**config.mk**
```make
export PLATFORM = sky130hd
export DESIGN_NAME = dac_chain_loader
export DESIGN_NICKNAME = d
export VERILOG_FILES = /design/src/rtl/dcl_pkg.sv /design/src/rtl/dcl_phase_timer.sv /design/src/rtl/dcl_stream_reg.sv /design/src/rtl/dac_chain_loader.sv
export SDC_FILE = /design/constraint.sdc
export NUM_CORES = 1
export LEC_CHECK = 0
export ABC_AREA = 1
export BUFFER_PORTS_ARGS = -buffer_cell sky130_fd_sc_hd__buf_2
export CAP_MARGIN = 20
export CORE_AREA = 2 2 115 117
export DETAILED_ROUTE_END_ITERATION = 8
export DIE_AREA = 0 0 117 119
export PLACE_DENSITY = 0.59
export SLEW_MARGIN = 20
export SYNTH_ARGS = -nofsm -noshare
export SYNTH_HDL_FRONTEND = slang
export SYNTH_HIERARCHICAL = 1
export SYNTH_SLANG_ARGS = --single-unit
```
**constraint.sdc**
```tcl
create_clock -name clk -period 1.9 [get_ports clk]
set_input_delay 0.095 -clock clk [delete_from_list [all_inputs] [get_ports clk]]
set_output_delay 0.095 -clock clk [all_outputs]
set_load 0.01 [all_outputs]
```
**src/rtl/dcl_pkg.sv**
```systemverilog
// Shared types and helpers for the daisy-chain DAC loader.
// Assumes nothing beyond a single clock domain.
package dcl_pkg;

    typedef enum logic [2:0] {
        ST_IDLE,
        ST_LOW,
        ST_HIGH,
        ST_TAIL,
        ST_LOAD,
        ST_DONE
    } dcl_state_e;

    function automatic int max2(input int a, input int b);
        return (a > b) ? a : b;
    endfunction

endpackage

```
**src/rtl/dcl_phase_timer.sv**
```systemverilog
// Down-counter that times one phase of the serial protocol.
// Assumes the caller loads (length-1) on entering a phase; expired_o is
// high in the last cycle of that phase.
module dcl_phase_timer #(
    parameter int CNT_W = 4
) (
    input  logic             clk,
    input  logic             rst_n,
    input  logic             load_i,
    input  logic [CNT_W-1:0] value_i,
    output logic             expired_o
);
    logic [CNT_W-1:0] cnt_q;

    // Count down towards zero; reload on phase entry.
    always_ff @(posedge clk) begin
        if (!rst_n)
            cnt_q <= '0;
        else if (load_i)
            cnt_q <= value_i;
        else if (cnt_q != '0)
            cnt_q <= cnt_q - 1'b1;
    end

    assign expired_o = (cnt_q == '0);
endmodule

```
**src/rtl/dcl_stream_reg.sv**
```systemverilog
// Holds the whole chain stream in transmit order and shifts it out.
// Assumes load_i and shift_i are never high together. Bit 0 of the
// register is the bit currently driven on the data line.
module dcl_stream_reg #(
    parameter int NUM_DEV = 3,
    parameter int WORD_W  = 16
) (
    input  logic                      clk,
    input  logic                      rst_n,
    input  logic                      load_i,
    input  logic                      shift_i,
    input  logic                      msb_first_i,
    input  logic [NUM_DEV*WORD_W-1:0] words_i,
    output logic                      sdata_o
);
    localparam int TOTAL_BITS = NUM_DEV * WORD_W;

    logic [TOTAL_BITS-1:0] order_msb;
    logic [TOTAL_BITS-1:0] order_lsb;
    logic [TOTAL_BITS-1:0] stream_q;

    // Place each device's word so the farthest device leaves first.
    for (genvar d = 0; d < NUM_DEV; d++) begin : g_dev
        for (genvar b = 0; b < WORD_W; b++) begin : g_bit
            localparam int POS = (NUM_DEV - 1 - d) * WORD_W + b;
            assign order_msb[POS] = words_i[d*WORD_W + WORD_W - 1 - b];
            assign order_lsb[POS] = words_i[d*WORD_W + b];
        end
    end

    // Capture the ordered stream at start, shift one bit per clock fall.
    always_ff @(posedge clk) begin
        if (!rst_n)
            stream_q <= '0;
        else if (load_i)
            stream_q <= msb_first_i ? order_msb : order_lsb;
        else if (shift_i)
            stream_q <= {1'b0, stream_q[TOTAL_BITS-1:1]};
    end

    assign sdata_o = stream_q[0];
endmodule

```
**src/rtl/dac_chain_loader.sv**
```systemverilog
// Sequencer for a chain of serial-input DACs: shifts NUM_DEV words out
// through a chip-select-style shift clock and issues one shared load pulse.
// Assumes every timing parameter is at least 1 and that the converters'
// order-select level matches msb_first_i.
module dac_chain_loader #(
    parameter int NUM_DEV      = 3,
    parameter int T_SETUP      = 2,
    parameter int T_LOW        = 2,
    parameter int T_HIGH       = 2,
    parameter int T_LOAD_DELAY = 4,
    parameter int T_LOAD_W     = 2
) (
    input  logic                  clk,
    input  logic                  rst_n,
    input  logic                  start_i,
    input  logic                  msb_first_i,
    input  logic [NUM_DEV*16-1:0] words_i,
    output logic                  busy_o,
    output logic                  done_o,
    output logic                  sdata_o,
    output logic                  sclk_o,
    output logic                  load_o
);
    import dcl_pkg::*;

    localparam int WORD_W     = 16;
    localparam int TOTAL_BITS = NUM_DEV * WORD_W;
    localparam int LOW_LEN    = max2(T_LOW, T_SETUP);
    localparam int TAIL_LEN   = max2(T_HIGH, T_LOAD_DELAY);
    localparam int MAX_LEN    = max2(max2(LOW_LEN, TAIL_LEN), max2(T_HIGH, T_LOAD_W));
    localparam int CNT_W      = $clog2(MAX_LEN + 1);
    localparam int BIT_W      = $clog2(TOTAL_BITS + 1);

    dcl_state_e       st_q, st_nx;
    logic             tmr_load;
    logic [CNT_W-1:0] tmr_val;
    logic             tmr_exp;
    logic             sh_load;
    logic             sh_shift;
    logic [BIT_W-1:0] bits_left_q;

    dcl_phase_timer #(.CNT_W(CNT_W)) u_timer (
        .clk       (clk),
        .rst_n     (rst_n),
        .load_i    (tmr_load),
        .value_i   (tmr_val),
        .expired_o (tmr_exp)
    );

    dcl_stream_reg #(.NUM_DEV(NUM_DEV), .WORD_W(WORD_W)) u_stream (
        .clk         (clk),
        .rst_n       (rst_n),
        .load_i      (sh_load),
        .shift_i     (sh_shift),
        .msb_first_i (msb_first_i),
        .words_i     (words_i),
        .sdata_o     (sdata_o)
    );

    // Choose the next phase and its length; start is only seen in idle.
    always_comb begin
        st_nx    = st_q;
        tmr_load = 1'b0;
        tmr_val  = '0;
        sh_load  = 1'b0;
        sh_shift = 1'b0;
        unique case (st_q)
            ST_IDLE: if (start_i) begin
                st_nx    = ST_LOW;
                tmr_load = 1'b1;
                tmr_val  = CNT_W'(LOW_LEN - 1);
                sh_load  = 1'b1;
            end
            ST_LOW: if (tmr_exp) begin
                tmr_load = 1'b1;
                if (bits_left_q == '0) begin
                    st_nx   = ST_TAIL;
                    tmr_val = CNT_W'(TAIL_LEN - 1);
                end else begin
                    st_nx   = ST_HIGH;
                    tmr_val = CNT_W'(T_HIGH - 1);
                end
            end
            ST_HIGH: if (tmr_exp) begin
                st_nx    = ST_LOW;
                tmr_load = 1'b1;
                tmr_val  = CNT_W'(LOW_LEN - 1);
                sh_shift = 1'b1;
            end
            ST_TAIL: if (tmr_exp) begin
                st_nx    = ST_LOAD;
                tmr_load = 1'b1;
                tmr_val  = CNT_W'(T_LOAD_W - 1);
            end
            ST_LOAD: if (tmr_exp) st_nx = ST_DONE;
            ST_DONE: st_nx = ST_IDLE;
            default: st_nx = ST_IDLE;
        endcase
    end

    // Phase register.
    always_ff @(posedge clk) begin
        if (!rst_n) st_q <= ST_IDLE;
        else        st_q <= st_nx;
    end

    // Bits still to send after the one on the data line.
    always_ff @(posedge clk) begin
        if (!rst_n)        bits_left_q <= '0;
        else if (sh_load)  bits_left_q <= BIT_W'(TOTAL_BITS - 1);
        else if (sh_shift) bits_left_q <= bits_left_q - 1'b1;
    end

    assign sclk_o = (st_q != ST_LOW);
    assign load_o = (st_q == ST_LOAD);
    assign busy_o = (st_q != ST_IDLE);
    assign done_o = (st_q == ST_DONE);
endmodule

```
==> impl_metrics.py <==
metrics = {
    "run_status": {
        "status": "completed",
    },
    "logic_synthesis": {
        "syn_avg_cell_area_um2": 5.87,
        "ys_ff_latch": 60,
        "seq_area_frac_synth_pct": 32.1,
        "synthCells": 638,
        "yosys.area.top_type_share_pct": 32.1,
        "ys_types": 31,
        "netlist_top_cells_area": "dfxtp_1 32%, nand2_1 22%, inv_1 12%",
        "yosysTopAreaCell": "dfxtp_1",
        "syn_area_um2": 3740,
        "syn-num-nets": 693,
        "yosysWarnings": 6,
    },
    "pwr": {
        "powerDensity_nw_per_um2": 1360,
        "leakage_nw": 2.33,
        "p_sw_mw": 2.45,
        "p_int_mw": 3.60,
        "seqPwrFrac_pct": 32.3,
        "p_total_mw": 6.05,
        "vdd_drop_max_uv": 598,
        "power_frac_comb_pct": 43.3,
        "p_sw_share_pct": 40.5,
        "clockPowerShare_pct": 24.4,
    },
    "clock_network": {
        "numCtsBuffers": 9,
        "cts.sinks": 60,
        "cts-htree-levels": 3,
        "clk_path_buf_depth": 2,
        "cts.clk_slew.worst_paths_ns": 0.05,
        "cts_tree": "done",
        "root_buffer": "clkbuf_16",
        "worstSkewPairLatency_ns": 0.33,
    },
    "cells_and_area": {
        "final_layout_size_suffix_gt1_share_pct": 14.2,
        "stdcell_count": 860,
        "area.sequential_um2": 1200,
        "nets": 734,
        "area_growth_syn_to_layout_pct": 18.8,
        "multi_input_area_um2": 1900,
        "fillerInstances": 1424,
        "diodes": 0,
    },
    "sta": {
        "slew_headroom_pct": 47.1,
        "finalSetupTns_ns": 0,
        "rsz0062_at_grt": "false",
        "hold_violations": 0,
        "worstMarginPinSlew_ns": 0.792,
        "fin_crit_ns": 1.67,
        "period_share_pct": 88.1,
        "max_clock_freq_ghz": 0.598,
        "timing.final.setup_violations": 0,
        "finClkSkew_ns": 0.00691,
        "maxSlewViolCount": 0,
    },
    "min_path": {
        "hold_start": "rst_n",
        "hold_class": "in -> reg",
        "hold_path_depth": 3,
    },
    "placement": {
        "routabilityCongestion": 0.819,
        "portBuffers": 56,
        "hpwl_um": 5890,
        "place_inst": 844,
    },
    "route": {
        "ant_nets": 0,
        "drt_wl_total_um": 9020,
        "wire_per_inst_um": 10.5,
        "drtIter0Drc": 198,
        "drc_errors": 0,
        "vias_per_cell": 4.36,
        "dr.pass1.iters": 5,
        "vias": 3752,
    },
    "floorplan": {
        "core_area_um2": 12900,
        "die_y_um": 119,
        "rows": 42,
        "io_pins": 57,
        "die_area_um2": 13900,
        "die_x_um": 117,
        "initial_core_util_pct": 29.1,
    },
    "worst_setup_path": {
        "crit_path_start_kind": "flop",
        "cp.required_ns": 2.12,
        "reg2reg_slack_ns": 0.23,
        "cp-startpoint": "u_timer/cnt_q[0]$_SDFFE_PN0P_",
        "r2r_end": "u_timer/cnt_q[1]$_SDFFE_PN0P_",
        "reg2reg_depth": 12,
        "end_kind": "flop",
        "r2r-start": "u_timer/cnt_q[0]$_SDFFE_PN0P_",
        "arrival_ns": 1.89,
        "crit_end": "u_timer/cnt_q[1]$_SDFFE_PN0P_",
        "worstPathMaxFanout": 6,
        "setup.worst_path.class": "reg -> reg",
    },
    "global_routing": {
        "gr-total-overflow": 0,
        "grtUsageTotal_pct": 13.6,
        "grt_first_pass_wirelength_um": 15200,
        "antenna_found_initial": 1,
        "grt_max_degree": 49,
        "grt_pass1_vias": 3306,
    },
    "run": {
        "cap_violations": 0,
    },
}
==> power groups by stage <==
stage          sequential (mW)  clock, mW  combinational (mW)
2_1_floorplan             1.92          0                2.09
3_3_place_gp              1.98          0                2.59
3_5_place_dp              1.97          0                2.61
4_1_cts                   1.95       1.52                2.62
5_1_grt                   2.01       1.58                3.06
6_report                  1.96       1.47                2.62
==> routing by layer <==
metal | vias up | global-route usage, % | routed length, µm
li1 | 2031 | - | -
met5 | - | 0 | 0
met2 | 65 | 21.7 | 4140
met3 | 4 | 4.43 | 391
met1 | 1652 | 17.4 | 4430
met4 | 0 | 3.75 | 57
==> Yosys cell counts (all sizes together) <==
library cell	number
nand2	219
inv	124
dfxtp	60
nand3	58
o21ai	55
a21oi	54
buf	26
nor2	17
clkbuf	11
ha	3
nand4	2
o31ai	2
a31oi	1
and3	1
conb	1
nor3	1
nor3b	1
o21bai	1
xnor2	1
==> sequential cells by signal, summed over array words and instances, names as in the netlist <==
register / count
st_q: 3
u_stream/stream_q: 48
u_timer/cnt_q: 3
bits_left_q: 6
==> cells in the final DEF, fill, tap and decap left out, types with 2 or more instances in the layout <==
cell / n
o21ai_1: 15
buf_12: 2
inv_1: 119
nand3_2: 2
ha_1: 2
clkbuf_16: 9
clkbuf_1: 2
nand4_1: 2
dfxtp_1: 60
o21ai_0: 40
clkinvlp_4: 2
clkinv_2: 2
nor2_2: 2
inv_2: 4
o31ai_1: 2
nand3_1: 55
buf_2: 56
a21oi_1: 53
buf_4: 9
nand2_1: 217
nor2_1: 13
==> critical path, cell delays in order (launching register included) <==
cell	delay (ns)
dfxtp_1	0.31
inv_1	0.08
ha_2	0.20
inv_1	0.07
nor2_4	0.11
inv_1	0.07
o31ai_1	0.22
buf_4	0.18
inv_2	0.05
nand3_2	0.09
inv_1	0.05
nor2_1	0.08
nor2_1	0.05
==> how the worst min path moves through the flow <==
stage | end | slack, ns
floorplan | u_timer/cnt_q[1]$_SDFFE_PN0P_ | 0.23
global route | st_q[2]$_SDFFE_PN0P_ | 0.04
CTS | st_q[2]$_SDFFE_PN0P_ | 0.04
detailed placement | st_q[2]$_SDFFE_PN0P_ | 0.39
global placement | st_q[2]$_SDFFE_PN0P_ | 0.38
finish | st_q[2]$_SDFFE_PN0P_ | 0.05
==> kinds of logic after synthesis <==
kind of cell,count (synthesis),synth area share [%]
buffers and inverters,161,17.5
adders and majority gates,3,1.00
DFF,60,32.1
xor gates and xnor gates,1,0.234
AOI/OAI and AO/OA,113,15.4
and+or+nand+nor,299,33.6
other,1,0.100
==> area by class of cell <==
cell class / count / share of cell area, %
sequential: 60 / 27.0
tap: 176 / 4.95
clock buffer: 12 / 5.54
inverter: 124 / 10.5
multi-input combinational: 417 / 42.7
clock inverter: 4 / 0.563
timing repair buffer: 67 / 8.72
==> through the flow <==
| step | hold WS [ns] | util, % | setup slack, ns | instance area, µm² |
|---|---|---|---|---|
| 3_3_place_gp | 0.379 | 32.3 | 0.114 | 4160 |
| 5_1_grt | 0.0381 | 34.5 | 0.0269 | 4450 |
| 6_report | 0.0469 | 34.5 | 0.226 | 4450 |
| 2_1_floorplan | 0.231 | - | 0.0587 | 3740 |
| 4_1_cts | 0.0351 | 34.5 | 0.0886 | 4440 |
| 3_5_place_dp | 0.385 | 32.3 | 0.101 | 4160 |
==> repair_timing <==
action / in CTS / in global routing
hold buffers: 0 / 0
resized for setup: 0 / 5
endpoints found under the hold margin: 0 / 0
setup buffers: 0 / 0
endpoints found under the setup margin: 0 / 36
Note: power is estimated with default switching activity, not from simulation.
